==> src/rtl/otp_pkg.sv <==
package otp_pkg;
  typedef logic [7:0] byte_t;
  localparam byte_t OPC_WR_ENABLE = 8'h06;
  localparam byte_t OPC_OTP_WRITE = 8'h42;
  localparam int    HDR_BYTES     = 4;
endpackage

==> src/rtl/otp_bit_rx.sv <==
module otp_bit_rx #(
  parameter int BW = 8
) (
  input  logic          clk,
  input  logic          rst_n,
  input  logic          cs_n,
  input  logic          bit_en,
  input  logic          sdi,
  output logic          byte_stb,
  output logic [BW-1:0] byte_q,
  output logic          on_boundary
);
  localparam int CW = $clog2(BW);

  logic [CW-1:0] cnt_q, cnt_d;
  logic [BW-2:0] sh_q, sh_d;

  always_comb begin
    cnt_d = cnt_q;
    sh_d  = sh_q;
    if (cs_n) begin
      cnt_d = '0;
    end else if (bit_en) begin
      cnt_d = cnt_q + CW'(1);
      sh_d  = {sh_q[BW-3:0], sdi};
    end
  end

  always_ff @(posedge clk or negedge rst_n) begin
    if (!rst_n) begin
      cnt_q <= '0;
      sh_q  <= '0;
    end else begin
      cnt_q <= cnt_d;
      sh_q  <= sh_d;
    end
  end

  assign byte_stb    = !cs_n && bit_en && (cnt_q == CW'(BW-1));
  assign byte_q      = {sh_q, sdi};
  assign on_boundary = (cnt_q == '0);
endmodule

==> src/rtl/otp_stage_buf.sv <==
module otp_stage_buf #(
  parameter int N  = 65,
  parameter int AW = 7
) (
  input  logic              clk,
  input  logic              rst_n,
  input  logic              clr,
  input  logic              wr_en,
  input  logic [AW-1:0]     wr_addr,
  input  logic [7:0]        wr_data,
  output logic [N-1:0][7:0] st_data,
  output logic [N-1:0]      st_mask
);
  for (genvar i = 0; i < N; i++) begin : g_ent
    logic       hit;
    logic       m_d;
    logic [7:0] d_d;

    assign hit = wr_en && (wr_addr == AW'(i));

    always_comb begin
      m_d = st_mask[i];
      d_d = st_data[i];
      if (clr) begin
        m_d = 1'b0;
      end else if (hit) begin
        m_d = 1'b1;
        d_d = wr_data;
      end
    end

    always_ff @(posedge clk or negedge rst_n) begin
      if (!rst_n) begin
        st_mask[i] <= 1'b0;
        st_data[i] <= 8'h00;
      end else begin
        st_mask[i] <= m_d;
        st_data[i] <= d_d;
      end
    end
  end
endmodule

==> src/rtl/otp_cycle_timer.sv <==
module otp_cycle_timer #(
  parameter int T_PROG = 64
) (
  input  logic clk,
  input  logic rst_n,
  input  logic start,
  output logic busy,
  output logic done
);
  localparam int CW = $clog2(T_PROG + 1);

  logic [CW-1:0] cnt_q, cnt_d;
  logic          busy_d;

  assign done = busy && (cnt_q == CW'(1));

  always_comb begin
    cnt_d  = cnt_q;
    busy_d = busy;
    if (start && !busy) begin
      cnt_d  = CW'(T_PROG);
      busy_d = 1'b1;
    end else if (busy) begin
      cnt_d = cnt_q - CW'(1);
      if (done) busy_d = 1'b0;
    end
  end

  always_ff @(posedge clk or negedge rst_n) begin
    if (!rst_n) begin
      cnt_q <= '0;
      busy  <= 1'b0;
    end else begin
      cnt_q <= cnt_d;
      busy  <= busy_d;
    end
  end
endmodule

==> src/rtl/otp_cell_array.sv <==
module otp_cell_array #(
  parameter int N  = 65,
  parameter int AW = 7
) (
  input  logic              clk,
  input  logic              rst_n,
  input  logic              commit,
  input  logic [N-1:0][7:0] st_data,
  input  logic [N-1:0]      st_mask,
  input  logic [AW-1:0]     rd_addr,
  output logic [7:0]        rd_data,
  output logic              unlocked
);
  logic [7:0] mem [N];

  for (genvar i = 0; i < N; i++) begin : g_cell
    logic [7:0] nx;
    always_comb begin
      nx = mem[i];
      if (commit && st_mask[i]) nx = mem[i] & st_data[i];
    end
    always_ff @(posedge clk or negedge rst_n) begin
      if (!rst_n) mem[i] <= 8'hFF;
      else        mem[i] <= nx;
    end
  end

  assign rd_data  = (rd_addr < AW'(N)) ? mem[rd_addr] : 8'hFF;
  assign unlocked = mem[N-1][0];
endmodule

==> src/rtl/otp_prog_ctrl.sv <==
module otp_prog_ctrl #(
  parameter int T_PROG    = 64,
  parameter int OTP_BYTES = 65
) (
  input  logic       clk,
  input  logic       rst_n,
  input  logic       cs_n,
  input  logic       bit_en,
  input  logic       sdi,
  input  logic [6:0] rd_addr,
  output logic [7:0] rd_data,
  output logic [1:0] status
);
  import otp_pkg::*;

  localparam int AW = $clog2(OTP_BYTES);
  localparam logic [2:0]  NB_SAT  = 3'(HDR_BYTES + 1);
  localparam logic [2:0]  NB_ADDR = 3'(HDR_BYTES - 1);
  localparam logic [AW:0] PTR_LIM = (AW+1)'(OTP_BYTES);

  // reset: asserted asynchronously, released on the clock
  logic rst_meta, rst_sync_n;
  always_ff @(posedge clk or negedge rst_n) begin
    if (!rst_n) begin
      rst_meta   <= 1'b0;
      rst_sync_n <= 1'b0;
    end else begin
      rst_meta   <= 1'b1;
      rst_sync_n <= rst_meta;
    end
  end

  logic        byte_stb, on_boundary;
  byte_t       byte_q;
  logic        busy, done, unlocked;
  logic [OTP_BYTES-1:0][7:0] st_data;
  logic [OTP_BYTES-1:0]      st_mask;

  logic        cs_q, frame_ok_q, wel_q, wr_ok_q;
  logic [2:0]  nbytes_q;
  byte_t       opc_q;
  logic [AW:0] wptr_q;

  logic        frame_ok_d, wel_d, wr_ok_d;
  logic [2:0]  nbytes_d;
  byte_t       opc_d;
  logic [AW:0] wptr_d;

  logic cs_fall, cs_rise, take, accept, wren_ok, prog_ok, data_byte, buf_wr, buf_clr, commit;

  otp_bit_rx #(.BW(8)) u_rx (
    .clk(clk), .rst_n(rst_sync_n), .cs_n(cs_n), .bit_en(bit_en), .sdi(sdi),
    .byte_stb(byte_stb), .byte_q(byte_q), .on_boundary(on_boundary)
  );

  assign cs_fall   = cs_q && !cs_n;
  assign cs_rise   = !cs_q && cs_n;
  assign take      = byte_stb && frame_ok_q;
  assign data_byte = take && (nbytes_q >= 3'(HDR_BYTES));
  assign buf_wr    = data_byte && (opc_q == OPC_OTP_WRITE) && (wptr_q < PTR_LIM);
  assign buf_clr   = cs_fall && !busy;
  assign accept    = cs_rise && frame_ok_q && on_boundary && !busy;
  assign wren_ok   = accept && (opc_q == OPC_WR_ENABLE) && (nbytes_q == 3'd1);
  assign prog_ok   = accept && (opc_q == OPC_OTP_WRITE) && (nbytes_q == NB_SAT) && wel_q;
  assign commit    = done && wr_ok_q;

  always_comb begin
    frame_ok_d = frame_ok_q;
    nbytes_d   = nbytes_q;
    opc_d      = opc_q;
    wptr_d     = wptr_q;
    wel_d      = wel_q;
    wr_ok_d    = wr_ok_q;
    if (cs_fall) begin
      frame_ok_d = !busy;
      nbytes_d   = '0;
    end else if (cs_rise) begin
      frame_ok_d = 1'b0;
    end
    if (take) begin
      if (nbytes_q != NB_SAT) nbytes_d = nbytes_q + 3'd1;
      if (nbytes_q == 3'd0) opc_d = byte_q;
      if (nbytes_q == NB_ADDR) wptr_d = {1'b0, byte_q[AW-1:0]};
      if (data_byte && (wptr_q != '1)) wptr_d = wptr_q + (AW+1)'(1);
    end
    if (prog_ok) begin
      wel_d   = 1'b0;
      wr_ok_d = unlocked;
    end else if (wren_ok) begin
      wel_d = 1'b1;
    end
  end

  always_ff @(posedge clk or negedge rst_sync_n) begin
    if (!rst_sync_n) begin
      cs_q       <= 1'b1;
      frame_ok_q <= 1'b0;
      nbytes_q   <= '0;
      opc_q      <= '0;
      wptr_q     <= '0;
      wel_q      <= 1'b0;
      wr_ok_q    <= 1'b0;
    end else begin
      cs_q       <= cs_n;
      frame_ok_q <= frame_ok_d;
      nbytes_q   <= nbytes_d;
      opc_q      <= opc_d;
      wptr_q     <= wptr_d;
      wel_q      <= wel_d;
      wr_ok_q    <= wr_ok_d;
    end
  end

  otp_stage_buf #(.N(OTP_BYTES), .AW(AW)) u_buf (
    .clk(clk), .rst_n(rst_sync_n), .clr(buf_clr), .wr_en(buf_wr),
    .wr_addr(wptr_q[AW-1:0]), .wr_data(byte_q), .st_data(st_data), .st_mask(st_mask)
  );

  otp_cycle_timer #(.T_PROG(T_PROG)) u_tmr (
    .clk(clk), .rst_n(rst_sync_n), .start(prog_ok), .busy(busy), .done(done)
  );

  otp_cell_array #(.N(OTP_BYTES), .AW(AW)) u_arr (
    .clk(clk), .rst_n(rst_sync_n), .commit(commit), .st_data(st_data), .st_mask(st_mask),
    .rd_addr(rd_addr[AW-1:0]), .rd_data(rd_data), .unlocked(unlocked)
  );

  assign status = {wel_q, busy};
endmodule

==> config.mk <==
export PLATFORM = sky130hd
export DESIGN_NAME = otp_prog_ctrl
export DESIGN_NICKNAME = d
export VERILOG_FILES = /design/src/rtl/otp_pkg.sv /design/src/rtl/otp_bit_rx.sv /design/src/rtl/otp_stage_buf.sv /design/src/rtl/otp_cycle_timer.sv /design/src/rtl/otp_cell_array.sv /design/src/rtl/otp_prog_ctrl.sv
export SDC_FILE = /design/constraint.sdc
export NUM_CORES = 1
export LEC_CHECK = 0
export ABC_CLOCK_PERIOD_IN_PS = 37200
export BUFFER_PORTS_ARGS = -buffer_cell sky130_fd_sc_hd__buf_2
export CAP_MARGIN = 5
export CORE_ASPECT_RATIO = 0.7
export CORE_MARGIN = 10
export CORE_UTILIZATION = 55
export CTS_BUF_LIST = sky130_fd_sc_hd__clkbuf_16
export CTS_CLUSTER_SIZE = 28
export DETAILED_ROUTE_END_ITERATION = 10
export PLACE_DENSITY = 0.71
export SLEW_MARGIN = 20
export SYNTH_ARGS = -nofsm -noshare
export SYNTH_HDL_FRONTEND = slang
export SYNTH_HIERARCHICAL = 1
export SYNTH_SLANG_ARGS = --single-unit
==> constraint.sdc <==
create_clock -name clk -period 37.2 [get_ports clk]
set_input_delay 0 -clock clk [delete_from_list [all_inputs] [get_ports clk]]
set_output_delay 0 -clock clk [all_outputs]
set_load 0.01 [all_outputs]
After elaboration in Yosys (flattened, before gate mapping)
Index checks and enable logic that the tools add are counted.

Register bits after elaboration: 1148. Latch bits: 0. RAM bits: 0. Bits in read-only memories: 0. Bits of input ports: 12. Output and inout bits: 10. Logic and storage cells: 802. Memories: 0.

Add/subtract/negate cells: 4. Multipliers: 0. Divide/modulo/power cells: 0. Magnitude comparators: 4. Equal/unequal tests: 73. Shift-type cells: 0. Muxes and demuxes: 150. Bitwise logic cells: 68. Reductions and logical operators: 295.

Operators with widths (count): $and 8x8->8 (65); $eq 7x6->1 const B (32); $logic_and 1x1->1 (151); $reduce_bool 2->1 (70); $mux 1 (137); $reduce_and 2->1 (68); $eq 7x5->1 const B (16); $bmux 8 s7 (1); $eq 7x4->1 const B (8); $mux 8 (5); $eq 7x3->1 const B (4); $mux 3 (5); $eq 7x1->1 const B (2); $eq 7x2->1 const B (2); $mux 7 (2); $add 8x1->8 const B (1); $eq 8x3->1 const B (1); $eq 8x7->1 const B (1); $ge 8x8->1 const B (1); $lt 8x7->1 const B (1); $ne 8x8->1 const B (1); $not 7->8 (1); $eq 7x7->1 const B (1); $logic_not 7->1 (1); 11 further kinds (17).

Longest topological paths before layout
Depth in word-level cells: 10. Gate-level depth with buffers: 12. Depth with buffers taken out: 10.

Cells and area by module
The synthesis kept the hierarchy.

Modules (own cells, without submodules): otp_stage_buf (times used 1, cells an instance 1402, area each 22769.3 um^2, sequential area each 14639.0 um^2); otp_cell_array (times used 1, cells an instance 1440, area each 22136.2 um^2, sequential area each 13663.1 um^2); otp_prog_ctrl (times used 1, cells an instance 139, area each 1422.6 um^2, sequential area each 626.9 um^2); otp_bit_rx (times used 1, cells an instance 33, area each 490.5 um^2, sequential area each 250.2 um^2); otp_cycle_timer (times used 1, cells an instance 41, area each 426.7 um^2, sequential area each 200.2 um^2).

Worst setup path after synthesis
OpenSTA, ideal clock, no wires.

Path type: reg2reg. Start point: reg u_rx.cnt_q[0]. End point: reg u_buf/st_data[288] (netlist name). Library setup time: 0.125 ns. Arrival: 2.659 ns. Data required time: 37.075 ns. Slack: 34.416 ns. Stages on the path, launching flop included: 13. Path buffers: 2. Path through: dfrtp_1 > ha_1 > ha_1 > and2_2 > nand3_1 > nor2_1 > nand3_1 > a211oi_1 > nor3b_1 > buf_2 > buf_2 > nand3_1 > mux2_2.

Cells in the longest elaborated chain, start to end: 8.

RTL lines: start: declaration (RTL line otp_bit_rx.sv:15) `logic [CW-1:0] cnt_q, cnt_d;`; start signal: assignment (RTL line otp_bit_rx.sv:34) `cnt_q <= cnt_d;`; $eq 3x3->1 (RTL line otp_bit_rx.sv:39) `assign byte_stb = !cs_n && bit_en && (cnt_q == CW'(BW-1));`; $logic_and 1x1->1 (RTL line otp_bit_rx.sv:39); net byte_stb (RTL line otp_prog_ctrl.sv:33) `logic byte_stb, on_boundary;`; $logic_and 1x1->1 (RTL line otp_prog_ctrl.sv:58) `assign take = byte_stb && frame_ok_q;`; $logic_and 1x1->1 (RTL line otp_prog_ctrl.sv:59) `assign data_byte = take && (nbytes_q >= 3'(HDR_BYTES));`; $logic_and 1x1->1 (2 in series) (RTL line otp_prog_ctrl.sv:60) `assign buf_wr = data_byte && (opc_q == OPC_OTP_WRITE) && (wptr_q < PTR_LIM);`; net buf_wr (RTL line otp_prog_ctrl.sv:49) `logic cs_fall, cs_rise, take, accept, wren_ok, prog_ok, data_byte, buf_wr, buf_clr, commit;`; $logic_and 1x1->1 (RTL line otp_stage_buf.sv:19) `assign hit = wr_en && (wr_addr == AW'(i));`; $reduce_and 2->1 (no source line); end signal: indexed assignment (RTL line otp_stage_buf.sv:35) `st_data[i] <= 8'h00;`; end signal: indexed assignment (RTL line otp_stage_buf.sv:38) `st_data[i] <= d_d;`; end: declaration (RTL line otp_stage_buf.sv:11) `output logic [N-1:0][7:0] st_data,`.

The timed path passes the listed nets, and every way through them passes these cells. A chain may end at the register's enable or synchronous reset.

Worst setup path in the final report
Start point: in rd_addr[0]. End point: out rd_data[1].

Cells in the longest elaborated chain, start to end: 5. Elaborated cells between the ends (all ways): 6. Those cells by class: order compare: 1; mux: 4; bitwise: 1.

RTL lines: start: declaration (RTL line otp_prog_ctrl.sv:10) `input logic [6:0] rd_addr,`; $not 7->8 (not written as such) (RTL line otp_cell_array.sv:28) `assign rd_data = (rd_addr < AW'(N)) ? mem[rd_addr] : 8'hFF;`; $bmux 8 s7 (RTL line otp_cell_array.sv:28); $mux 8 (not written as such) (2 in series) (RTL line otp_cell_array.sv:28); $mux 8 * (RTL line otp_cell_array.sv:28); end: declaration (RTL line otp_prog_ctrl.sv:11) `output logic [7:0] rd_data,`.

Mark *: on every way between the ends. The rest lies on a longest branch, timed or not. The select of a mux whose other input is x is not followed.

==> flow_summary_export.csv <==
group,metric,value,unit
finish,layout_commonest_cell,"dfrtp_1",
grt,grt_pass1_wl,178000,µm
grt,globalRouteOverflowTotal,0,
worst_setup_path,cpPeakStageDelay,0.80,ns
clock_network,cts_made_buffers,102,
yosys,synth_cells,3055,
drt,drt_iter0_markers,2212,
finish,synthToLayoutAreaGrowth,9.35,%
sta,max_freq,263,MHz
yosys,netlist_area,0.0472,mm²
worst_setup_path,start_kind,"input port",
worst_hold_path,hold_class,"in2reg",
clock_network,clk_path_buf_depth,3,
drt,drtPass1Iterations,6,
worst_setup_path,reg2reg_to,"u_buf/st_data[235]",
yosys,ys_types,76,
grt,grtUsageTotal,23.8,%
pwr,peakVddDrop,0.0000455,V
sta,hold_viol,0,
finish,final_cells,4281,
clock_network,cts.htree.levels,3,
worst_setup_path,reg2reg_depth,3,
drt,detail_route.wl_per_cell,27.3,µm
clock_network,cts_setup_buffers,0,
placement,dp_cells,4076,
worst_setup_path,path_class,"in2out",
floorplanning,dieHeight,265,µm
worst_setup_path,startpoint,"rd_addr[0]",
floorplanning,fp-row-count,89,
finish,nNetsFinal,3077,
clock_network,cts_tree,"built",
placement,place_hpwl,72100,µm
floorplanning,start_util,55.8,%
sta,slew_headroom,23.0,%
sta,rsz0062_at_grt,"no",
worst_setup_path,critPathCapture,"rd_data[1]",
sta,finalSetupViolCount,0,
sta,finalMaxSlewViolations,0,
yosys,synth_edf_count,0,
worst_setup_path,timing.rr.start,"rst_sync_n",
floorplanning,core,0.0847,mm²
clock_network,clockRootBuffer,"clkbuf_16",
grt,grt_max_degree,199,
status,status,"complete, no violations",
worst_setup_path,cpMaxStageDelayCell,"buf_4",
worst_setup_path,cp_max_fo,68,
sta,period_share,10.2,%
worst_setup_path,critPathCaptureType,"output port",
floorplanning,die_x,370,µm
placement,gp_congestion,0.885,
yosys,ys_seq_area_share,62.2,%
floorplanning,ios,22,
yosys,synth_seq_cells,1148,
worst_setup_path,cp_cell_sequence,"clkbuf_8 -> buf_4 -> buf_4 -> mux4_2 -> mux4_2 -> o32ai_1 -> nor3_1 -> buf_2",
sta,fin_crit,3.81,ns
clock_network,cts.sinks,1148,
clock_network,cts.repair.resized,0,
drt,drt-vias-per-instance,6.21,
sta,hold_ws,0.108,ns
drt,postRouteWirelength,117000,µm
drt,vias,26600,
yosys,syn_nets,3080,
clock_network,clock_latency,0.70,ns
grt,antenna_found_initial,6,
finish,layout_common_cells,"dfrtp_1 (619), dfstp_2 (521), o21a_1 (520), mux2_2 (465), mux4_2 (127)",
worst_setup_path,crit_arrival,3.81,ns
worst_setup_path,required,37.20,ns
yosys,syn_avg_cell_area,15.5,µm²
drt,ant_nets,0,
job,drv_cap,0,
placement,io_buffers,21,
finish,fillCellCount,6174,
pwr,leakagePower,0.0229,µW
sta,finalSetupTns,0,ns
pwr,cellPowerDensity,48.3,mW/mm²
drt,drc,0,
grt,grt_pass1_vias,27800,
finish,final_util,61.0,%
finish,drive_above_1_share,46.8,%
yosys,async_flop_share,100,%
yosys,ys.flop_type,"dfrtp_1",
yosys,ys.warnings.count,6,
floorplanning,dieArea,0.0982,mm²
sta,finClkSkew,0.0249,ns
sta,tightest_slew,1.15,ns
worst_setup_path,ff2ff_setup_slack,33.44,ns
clock_network,cts.clk_slew.worst_paths,0.07,ns
-- synth_stat cells, types with 4 or more instances --
library cell,number,area share (%)
nor4b_4,5,0.25
buf_4,33,0.52
a31oi_1,5,0.066
buf_6,20,0.48
o22ai_1,13,0.17
nor2b_1,6,0.079
a21oi_1,16,0.17
dfrtp_1,627,33
nand3_4,4,0.15
nor3b_1,4,0.064
inv_1,59,0.47
mux4_2,127,6.1
mux2_2,465,11
a22oi_1,5,0.079
dfstp_2,521,29
and4bb_4,5,0.17
nand3_2,37,0.78
o21ai_0,56,0.59
a211oi_1,11,0.17
o21a_1,520,8.3
nand3_1,15,0.16
o211ai_1,5,0.079
nor3_1,4,0.042
mux2_4,76,2.4
and3_1,27,0.36
nor4_1,5,0.066
nand2_1,85,0.68
nand2b_1,6,0.079
mux2i_1,57,1.2
and4b_4,4,0.12
ha_1,13,0.34
nor2_1,34,0.27
clkbuf_1,78,0.62
a21o_1,21,0.33
buf_2,28,0.30
-- worst min-delay path by stage --
stage,startpoint,end,slack (ns),depth (start not counted)
after CTS,cs_n,u_rx/cnt_q[2],0.07,3
after detailed placement,rst_n,rst_meta,-0.21,1
after floorplan,rst_n,rst_meta,-0.30,0
after global placement,rst_n,rst_meta,-0.21,1
final,cs_n,u_rx/cnt_q[2],0.11,3
after global routing,cs_n,u_rx/cnt_q[2],0.12,3
-- registers in the layout, summed over array words and instances (netlist names), 3 cells and up --
name / flops
u_buf/st_mask: 65
nbytes_q: 3
u_buf/st_data: 520
u_rx/sh_q: 7
u_rx/cnt_q: 3
u_tmr/cnt_q: 7
wptr_q: 8
opc_q: 8
u_arr/mem: 519
-- per-layer routing --
layer  share of wire [%]  track usage, %  wire, µm  up-vias
met4                 2.6            6.92      3030        2
met1                  44            33.7     51200    14400
met3                 9.4            8.21     11000      190
li1                    -               -         -    11100
met2                  44            34.7     51700      837
met5               0.011               0        13        -
-- per-stage QoR --
| stage | area (µm²) | total power [µW] | setup slack, ns |
|---|---|---|---|
| after floorplan | 47200 | 1370 | 3.74 |
| after global placement | 48100 | 1440 | 33.39 |
| after detailed placement | 48100 | 1440 | 33.32 |
| after CTS | 51600 | 2510 | 33.32 |
| after global routing | 51700 | 2580 | 32.88 |
| final | 51700 | 2490 | 33.39 |
-- worst max-delay path: cells and delay by family --
kind,cells,cell delay [ns]
buffers and inverters,4,2.27
AO/OA/AOI/OAI,1,0.24
AND/OR/NAND/NOR,1,0.15
multiplexers,2,1.04
-- cells by family (layout without fill, tap and decap cells) --
group,after synthesis,count (layout),synth area share [%]
buf+inv,223,310,2.45
flops,1148,1148,62.2
mux,728,728,20.8
simple gates,268,268,3.83
compound gates,673,673,10.3
other cells,1,3,0.00794
xor+xnor,1,1,0.0185
fa+ha+maj,13,13,0.344
-- layout make-up --
cell class                      count  area (µm²)  area share (%)
Sequential cell                  1148       29400            56.9
Clock buffer                      105        2630            5.09
Inverter                           59         221           0.429
Multi-Input combinational cell   1684       16700            32.4
Clock inverter                     89         746            1.44
Tap cell                         1137        1420            2.75
Antenna cell                        2        5.00         0.00969
Timing Repair Buffer               57         512           0.991
-- power breakdown --
group | leakage [µW] | switching (µW) | total (µW) | internal (µW)
logic | 0.00712 | 123 | 150 | 26.8
clock network | 0.00172 | 469 | 1070 | 602
registers | 0.0141 | 19.3 | 1270 | 1260
total | 0.0229 | 611 | 2490 | 1880
-- timing repair --
action                                 CTS  global route
setup endpoints to repair                0             0
hold buffers                             5             1
endpoints found under the hold margin   17            19
(Power assumes the default switching activity.)
